**config.mk**
```make
export PLATFORM = sky130hd
export DESIGN_NAME = spi_regfile_port
export DESIGN_NICKNAME = d
export VERILOG_FILES = /design/src/rtl/spi_regfile_pkg.sv /design/src/rtl/spi_regfile_ctrl.sv /design/src/rtl/spi_regfile_dp.sv /design/src/rtl/spi_regfile_port.sv
export SDC_FILE = /design/constraint.sdc
export NUM_CORES = 1
export LEC_CHECK = 0
export ABC_AREA = 0
export BUFFER_PORTS_ARGS = -buffer_cell sky130_fd_sc_hd__buf_4
export CAP_MARGIN = 20
export CORE_ASPECT_RATIO = 0.7
export CORE_MARGIN = 1.5
export CORE_UTILIZATION = 55
export CTS_BUF_LIST = sky130_fd_sc_hd__clkbuf_8 sky130_fd_sc_hd__clkbuf_16
export DETAILED_ROUTE_END_ITERATION = 8
export GPL_ROUTABILITY_DRIVEN = 0
export GPL_TIMING_DRIVEN = 1
export PLACE_DENSITY_LB_ADDON = 0.12
export SETUP_SLACK_MARGIN = 0.02
export SLEW_MARGIN = 20
export SYNTH_ARGS = -nofsm -noshare
export SYNTH_HDL_FRONTEND = slang
export SYNTH_SLANG_ARGS = --single-unit
```
**constraint.sdc**
```tcl
create_clock -name clk -period 3.66 [get_ports clk]
set_input_delay 0.183 -clock clk [delete_from_list [all_inputs] [get_ports clk]]
set_output_delay 0.183 -clock clk [all_outputs]
set_load 0.1 [all_outputs]
```
**src/rtl/spi_regfile_pkg.sv**
```systemverilog
package spi_regfile_pkg;

  typedef enum logic [2:0] {
    PH_ADDR   = 3'd0,
    PH_PTR    = 3'd1,
    PH_WDATA  = 3'd2,
    PH_RDATA  = 3'd3,
    PH_IGNORE = 3'd4
  } framePhase_t;

  typedef struct packed {
    logic shiftEn;   // rising serial edge: capture sdiBit
    logic sdiBit;    // synchronized data-in bit
    logic loadPtr;   // pointer byte complete
    logic writeReg;  // data byte complete, write bank
    logic advance;   // byte done in data phase: step pointer if enabled
    logic loadOut;   // load output shifter
    logic shiftOut;  // falling serial edge in read phase
    logic clearOut;  // chip select inactive
  } ctrlStrobes_t;

endpackage

```
**src/rtl/spi_regfile_ctrl.sv**
```systemverilog
module spi_regfile_ctrl
  import spi_regfile_pkg::*;
#(
  parameter logic [6:0] DEV_ADDR    = 7'b0010000,
  parameter int         SYNC_STAGES = 2
) (
  input  logic         clk,
  input  logic         rst,
  input  logic         spiCsN,
  input  logic         spiSclk,
  input  logic         spiSdi,
  input  logic [7:0]   inByte,
  output ctrlStrobes_t strb
);

  localparam int LAST = SYNC_STAGES - 1;

  logic [SYNC_STAGES-1:0] csPipe, sclkPipe, sdiPipe;
  logic sclkPrev;
  logic csS, sclkS, sdiS;
  logic rise, fall, byteDone, addrHit;
  logic [2:0] bitCnt;
  framePhase_t phase;

  always_ff @(posedge clk) begin
    if (rst) begin
      csPipe   <= '1;
      sclkPipe <= '0;
      sdiPipe  <= '0;
      sclkPrev <= 1'b0;
    end else begin
      csPipe   <= {csPipe[LAST-1:0], spiCsN};
      sclkPipe <= {sclkPipe[LAST-1:0], spiSclk};
      sdiPipe  <= {sdiPipe[LAST-1:0], spiSdi};
      sclkPrev <= sclkPipe[LAST];
    end
  end

  assign csS   = csPipe[LAST];
  assign sclkS = sclkPipe[LAST];
  assign sdiS  = sdiPipe[LAST];

  assign rise     = !csS && sclkS && !sclkPrev;
  assign fall     = !csS && !sclkS && sclkPrev;
  assign byteDone = rise && (bitCnt == 3'd7);
  assign addrHit  = (inByte[7:1] == DEV_ADDR);

  always_ff @(posedge clk) begin
    if (rst || csS) begin
      bitCnt <= '0;
      phase  <= PH_ADDR;
    end else if (rise) begin
      bitCnt <= bitCnt + 3'd1;
      if (byteDone) begin
        unique case (phase)
          PH_ADDR: phase <= !addrHit ? PH_IGNORE : (inByte[0] ? PH_RDATA : PH_PTR);
          PH_PTR:  phase <= PH_WDATA;
          default: phase <= phase;
        endcase
      end
    end
  end

  always_comb begin
    strb          = '0;
    strb.shiftEn  = rise;
    strb.sdiBit   = sdiS;
    strb.loadPtr  = byteDone && (phase == PH_PTR);
    strb.writeReg = byteDone && (phase == PH_WDATA);
    strb.advance  = byteDone && ((phase == PH_WDATA) || (phase == PH_RDATA));
    strb.loadOut  = byteDone && (((phase == PH_ADDR) && addrHit && inByte[0])
                                 || (phase == PH_RDATA));
    strb.shiftOut = fall && (phase == PH_RDATA);
    strb.clearOut = csS;
  end

  // An ignored frame must raise no bank or pointer strobe
  assert_ignore_quiet_R2: assert property (@(posedge clk) disable iff (rst)
    (phase == PH_IGNORE) |-> !(strb.writeReg || strb.loadPtr || strb.loadOut || strb.shiftOut));

  // Pointer load and register write are exclusive
  assert_strobe_exclusive_R3: assert property (@(posedge clk) disable iff (rst)
    $onehot0({strb.loadPtr, strb.writeReg, strb.shiftOut}));

  // Frame end clears the bit count
  assert_bitcnt_cleared_R9: assert property (@(posedge clk) disable iff (rst)
    csS |=> (bitCnt == 3'd0) && (phase == PH_ADDR));

endmodule

```
**src/rtl/spi_regfile_dp.sv**
```systemverilog
module spi_regfile_dp
  import spi_regfile_pkg::*;
#(
  parameter int NUM_REGS = 32
) (
  input  logic         clk,
  input  logic         rst,
  input  ctrlStrobes_t strb,
  output logic [7:0]   inByte,
  output logic         spiSdo,
  output logic         spiSdoOe,
  input  logic [6:0]   cfgRdAddr,
  output logic [7:0]   cfgRdData
);

  localparam int IDX_W = (NUM_REGS > 1) ? $clog2(NUM_REGS) : 1;

  logic [6:0] shiftIn;
  logic [7:0] ptr;
  logic [7:0] outShift;
  logic [7:0] regBank [NUM_REGS];
  logic [6:0] nextIdx, loadIdx;

  function automatic logic [7:0] readReg(input logic [6:0] idx);
    if (int'(idx) < NUM_REGS) return regBank[idx[IDX_W-1:0]];
    else return 8'h00;
  endfunction

  assign inByte  = {shiftIn, strb.sdiBit};
  assign nextIdx = ptr[7] ? (ptr[6:0] + 7'd1) : ptr[6:0];
  assign loadIdx = strb.advance ? nextIdx : ptr[6:0];

  always_ff @(posedge clk) begin
    if (rst) shiftIn <= '0;
    else if (strb.shiftEn) shiftIn <= inByte[6:0];
  end

  always_ff @(posedge clk) begin
    if (rst) ptr <= '0;
    else if (strb.loadPtr) ptr <= inByte;
    else if (strb.advance) ptr[6:0] <= nextIdx;
  end

  for (genvar g = 0; g < NUM_REGS; g++) begin : gReg
    always_ff @(posedge clk) begin
      if (rst) regBank[g] <= '0;
      else if (strb.writeReg && (ptr[6:0] == 7'(g))) regBank[g] <= inByte;
    end
  end

  always_ff @(posedge clk) begin
    if (rst) begin
      outShift <= '0;
      spiSdo   <= 1'b0;
      spiSdoOe <= 1'b0;
    end else if (strb.clearOut) begin
      spiSdo   <= 1'b0;
      spiSdoOe <= 1'b0;
    end else if (strb.loadOut) begin
      outShift <= readReg(loadIdx);
    end else if (strb.shiftOut) begin
      spiSdo   <= outShift[7];
      outShift <= {outShift[6:0], 1'b0};
      spiSdoOe <= 1'b1;
    end
  end

  assign cfgRdData = readReg(cfgRdAddr);

  // Pointer holds unless loaded or stepped
  assert_ptr_stable_R4: assert property (@(posedge clk) disable iff (rst)
    !(strb.loadPtr || strb.advance) |=> $stable(ptr));

  // Enabled increment steps the index by one, wrapping
  assert_ptr_step_R5: assert property (@(posedge clk) disable iff (rst)
    (strb.advance && !strb.loadPtr && ptr[7]) |=> (ptr[6:0] == $past(ptr[6:0]) + 7'd1));

  // Drive only turns on from a read-phase shift
  assert_oe_source_R7: assert property (@(posedge clk) disable iff (rst)
    $rose(spiSdoOe) |-> $past(strb.shiftOut));

  // Frame end releases the line
  assert_oe_release_R9: assert property (@(posedge clk) disable iff (rst)
    strb.clearOut |=> !spiSdoOe);

endmodule

```
**src/rtl/spi_regfile_port.sv**
```systemverilog
module spi_regfile_port
  import spi_regfile_pkg::*;
#(
  parameter int         NUM_REGS    = 32,
  parameter logic [6:0] DEV_ADDR    = 7'b0010000,
  parameter int         SYNC_STAGES = 2
) (
  input  logic       clk,
  input  logic       rst,
  input  logic       spiCsN,
  input  logic       spiSclk,
  input  logic       spiSdi,
  output logic       spiSdo,
  output logic       spiSdoOe,
  input  logic [6:0] cfgRdAddr,
  output logic [7:0] cfgRdData
);

  ctrlStrobes_t strb;
  logic [7:0]   inByte;

  spi_regfile_ctrl #(
    .DEV_ADDR   (DEV_ADDR),
    .SYNC_STAGES(SYNC_STAGES)
  ) uCtrl (
    .clk    (clk),
    .rst    (rst),
    .spiCsN (spiCsN),
    .spiSclk(spiSclk),
    .spiSdi (spiSdi),
    .inByte (inByte),
    .strb   (strb)
  );

  spi_regfile_dp #(
    .NUM_REGS(NUM_REGS)
  ) uDp (
    .clk      (clk),
    .rst      (rst),
    .strb     (strb),
    .inByte   (inByte),
    .spiSdo   (spiSdo),
    .spiSdoOe (spiSdoOe),
    .cfgRdAddr(cfgRdAddr),
    .cfgRdData(cfgRdData)
  );

endmodule

```
==> metrics <==
Crit path largest cell delay=0.64 ns; number of synthesized flops with an enable pin=256; pre-CTS setup slack=0.3618 ns; CTS buffer count=30; H-tree depth=1; Max IR drop VDD=323.9 uV; fin crit share=0.9594; CP max-delay cell=nor4_1; Mean Syn Cell Area=12.22 sq um; Die ar.=30050 sq um; Rows=51; Yosys cell types=63; Synth Instances=1306; start of the worst register-to-register path=uCtrl.bitCnt[0]; Setup Buffers After CTS=0; Area Overhead vs Synth=11.96%; R2R Path End=uDp.outShift[2]; Slew headroom=0.4119; worst slew pin tran=0.8821 ns; port bufs=21; first drt pass iteration count=7; Initial Util=0.5669; Pleak=0.006278 uW; DRT iter0 DRCs=1572; status=finished, final reports clean; hold path startpoint=rst; vias in the first global route=10.81k; min setup slack post-route=0.1487 ns; DR WL met2=19.83 mm; FMAX=0.2848 GHz; final setup vio count=0; CTS tree=done; Critical Path RT=4.13 ns; Seq/Total Area, Yosys=0.5296; leading post-synthesis cells by cell area=edfxtp_1 (48%), mux4_2 (11%), and2_1 (10%), dfxtp_1 (4.8%), mux2i_1 (4.6%); Hold Path Class=in -> reg; met1 WL=21.05 mm; critical path type=reg -> reg; mapped cell area=15950 sq um; maxcap violations=0; total number of vias=11.59k; Die X=206.6 um; largest fanout on the critical path=12; DR top layer=met5; grt total ovfl=0; antenna violations before repair=1; Startpoint Class=register; Sink Count=294; syn nets=1324; Hold Path Sink=uCtrl.sdiPipe[1]; max-slew violation count=0; CORE AREA=28140 sq um; cell chain of the critical path=ha_1 -> ha_1 -> and4b_1 -> nand3_1 -> o22a_1 -> o22ai_1 -> nor3_1 -> nor4_1 -> nor4_1 -> o31a_1; Synth async-reset ratio=0; GRT Total Usage=0.3391; PD cells=421.2 nW/um^2; vias per std cell=6.682; TNS Setup=0 ns; first-pass GRT wire length=73.07 mm; Total Wirelength=50.21 mm; CP Data Arrival Time=3.99 ns; Worst Setup End Kind=register; DP Wirelength=34.35 mm; Worst-path clk slew=0.07 ns; FILL cells=2127; Chip Height=145.5 um; Crit path buffers/inverters=0; Primary FF master, synth=edfxtp_1; Nets=1356; RSZ-0062 raised after global routing=false; FF+latch count, synth=294; insertion delay of the later-clocked pin in the worst-skew pair=0.58 ns; CTS root buf=clkbuf_16; hold path depth=2; residual DRC count=0; total I/O pin count=22; DR WL/cell=28.96 um; Final Hold Viols=0; largest net degree at the start of global routing=66; synth warn=0; R2R Setup Slk=0.15 ns; Yosys top cell area share=0.4819; worst r2r path cells=10; met3 WL=8.250 mm; Final Critical Period=3.511 ns; Crit path max-delay family=simple AND/OR/NAND/NOR gates; CTS max path bufs=3; clk_skew=0.01222 ns; Antenna Nets Post-Route=0; commonest non-fill, non-tap cells in the layout=and2_1 (256), edfxtp_1 (256), nand2_1 (111); dominant cell type by area after synthesis=edfxtp_1; layout cells sized above 1=0.1916
==> timing repair <==
| action | in CTS | in global routing |
|---|---|---|
| hold buffers | 3 | 0 |
| gates resized for setup | 0 | 0 |
| setup endpoints to repair | 0 | 0 |
| hold endpoints to repair | 3 | 0 |
==> worst reg2reg max path, cell delays in order (launching register included) <==
cell	delay, ns
dfxtp_1	0.36
ha_1	0.16
ha_1	0.18
and4b_1	0.46
nand3_1	0.24
o22a_1	0.58
o22ai_1	0.26
nor3_1	0.09
nor4_1	0.64
nor4_1	0.11
o31a_1	0.32
==> cell type report <==
type                       count  area, sq um  area share
multi-input combinational    900         7020      0.3931
inverter                       5        18.77    0.001051
sequential                   294         8448      0.4730
timing repair buffer         107        885.9     0.04960
clock inverter                24        231.5     0.01296
clock buffer                  32        789.5     0.04420
tap                          371        464.2     0.02599
antenna                        1        2.502   0.0001401
==> state kept, by name (all words and copies together), names as in the netlist <==
signal and flops:
uDp.regBank 256, uDp.outShift 8, uDp.ptr 8, uDp.shiftIn 7
uCtrl.bitCnt 3, uCtrl.phase 3, uCtrl.csPipe 2, uCtrl.sclkPipe 2
uCtrl.sdiPipe 2, uCtrl.sclkPrev 1, uDp.spiSdo 1, uDp.spiSdoOe 1
==> routing by layer <==
metal,global-route usage,vias to the layer above
met5,0,-
met4,0.06775,2
met3,0.1373,95
met2,0.4388,893
met1,0.5307,5680
li1,-,4916
==> cell families after synthesis <==
family	Yosys count	synth area share
and+or+nand+nor	528	0.1802
DFF	294	0.5296
AOI/OAI and AO/OA	192	0.08141
muxes	164	0.1672
buffers and inverters	112	0.03098
xor gates and xnor gates	10	0.005961
adders and majority gates	6	0.004706
==> Yosys cell counts (all sizes together), types with 5 or more instances <==
cell,instances
buf,41
xnor2,7
dfxtp,38
nor3,19
o211ai,7
edfxtp,256
ha,6
o221ai,7
o21ai,19
a21oi,43
inv,5
and2,258
mux2i,73
o311ai,6
nor2b,7
nor2,82
or4,7
mux2,10
o21bai,38
clkbuf,66
mux4,81
nand2,113
nor4,13
o22ai,37
a211oi,12
nand3,7
and3,6
==> report_power, final <==
part,internal [uW],switching [uW],total (uW)
Sequential,3730,78.1,3810
Combinational,206,285,491
Clock,1840,1380,3220
Total,5780,1740,7520
==> per-stage QoR <==
| step | util | total power (uW) | hold slack, ns | instances | area, sq um |
|---|---|---|---|---|---|
| after floorplan | - | 4153 | 0.2868 | 1306 | 15950 |
| after global placement | 0.5973 | 4344 | 0.3745 | 1674 | 16810 |
| after detailed placement | 0.5973 | 4348 | 0.3749 | 1674 | 16810 |
| after CTS | 0.6346 | 7518 | 0.1038 | 1733 | 17860 |
| after global routing | 0.6346 | 7693 | 0.1375 | 1733 | 17860 |
| final | 0.6347 | 7523 | 0.1248 | 1734 | 17860 |
==> how the worst max path moves through the flow <==
stage                               start         endpoint  slack [ns]  depth (start not counted)
after CTS                 uCtrl.bitCnt[0]  uDp.outShift[2]        0.36                         10
after floorplan              cfgRdAddr[0]     cfgRdData[5]        0.51                          6
after global placement    uCtrl.bitCnt[0]  uDp.outShift[2]        0.48                         10
final                     uCtrl.bitCnt[0]  uDp.outShift[2]        0.15                         10
after global routing      uCtrl.bitCnt[0]  uDp.outShift[2]        0.05                         11
after detailed placement  uCtrl.bitCnt[0]  uDp.outShift[2]        0.36                         10
Power figures use the tool's default switching activity.
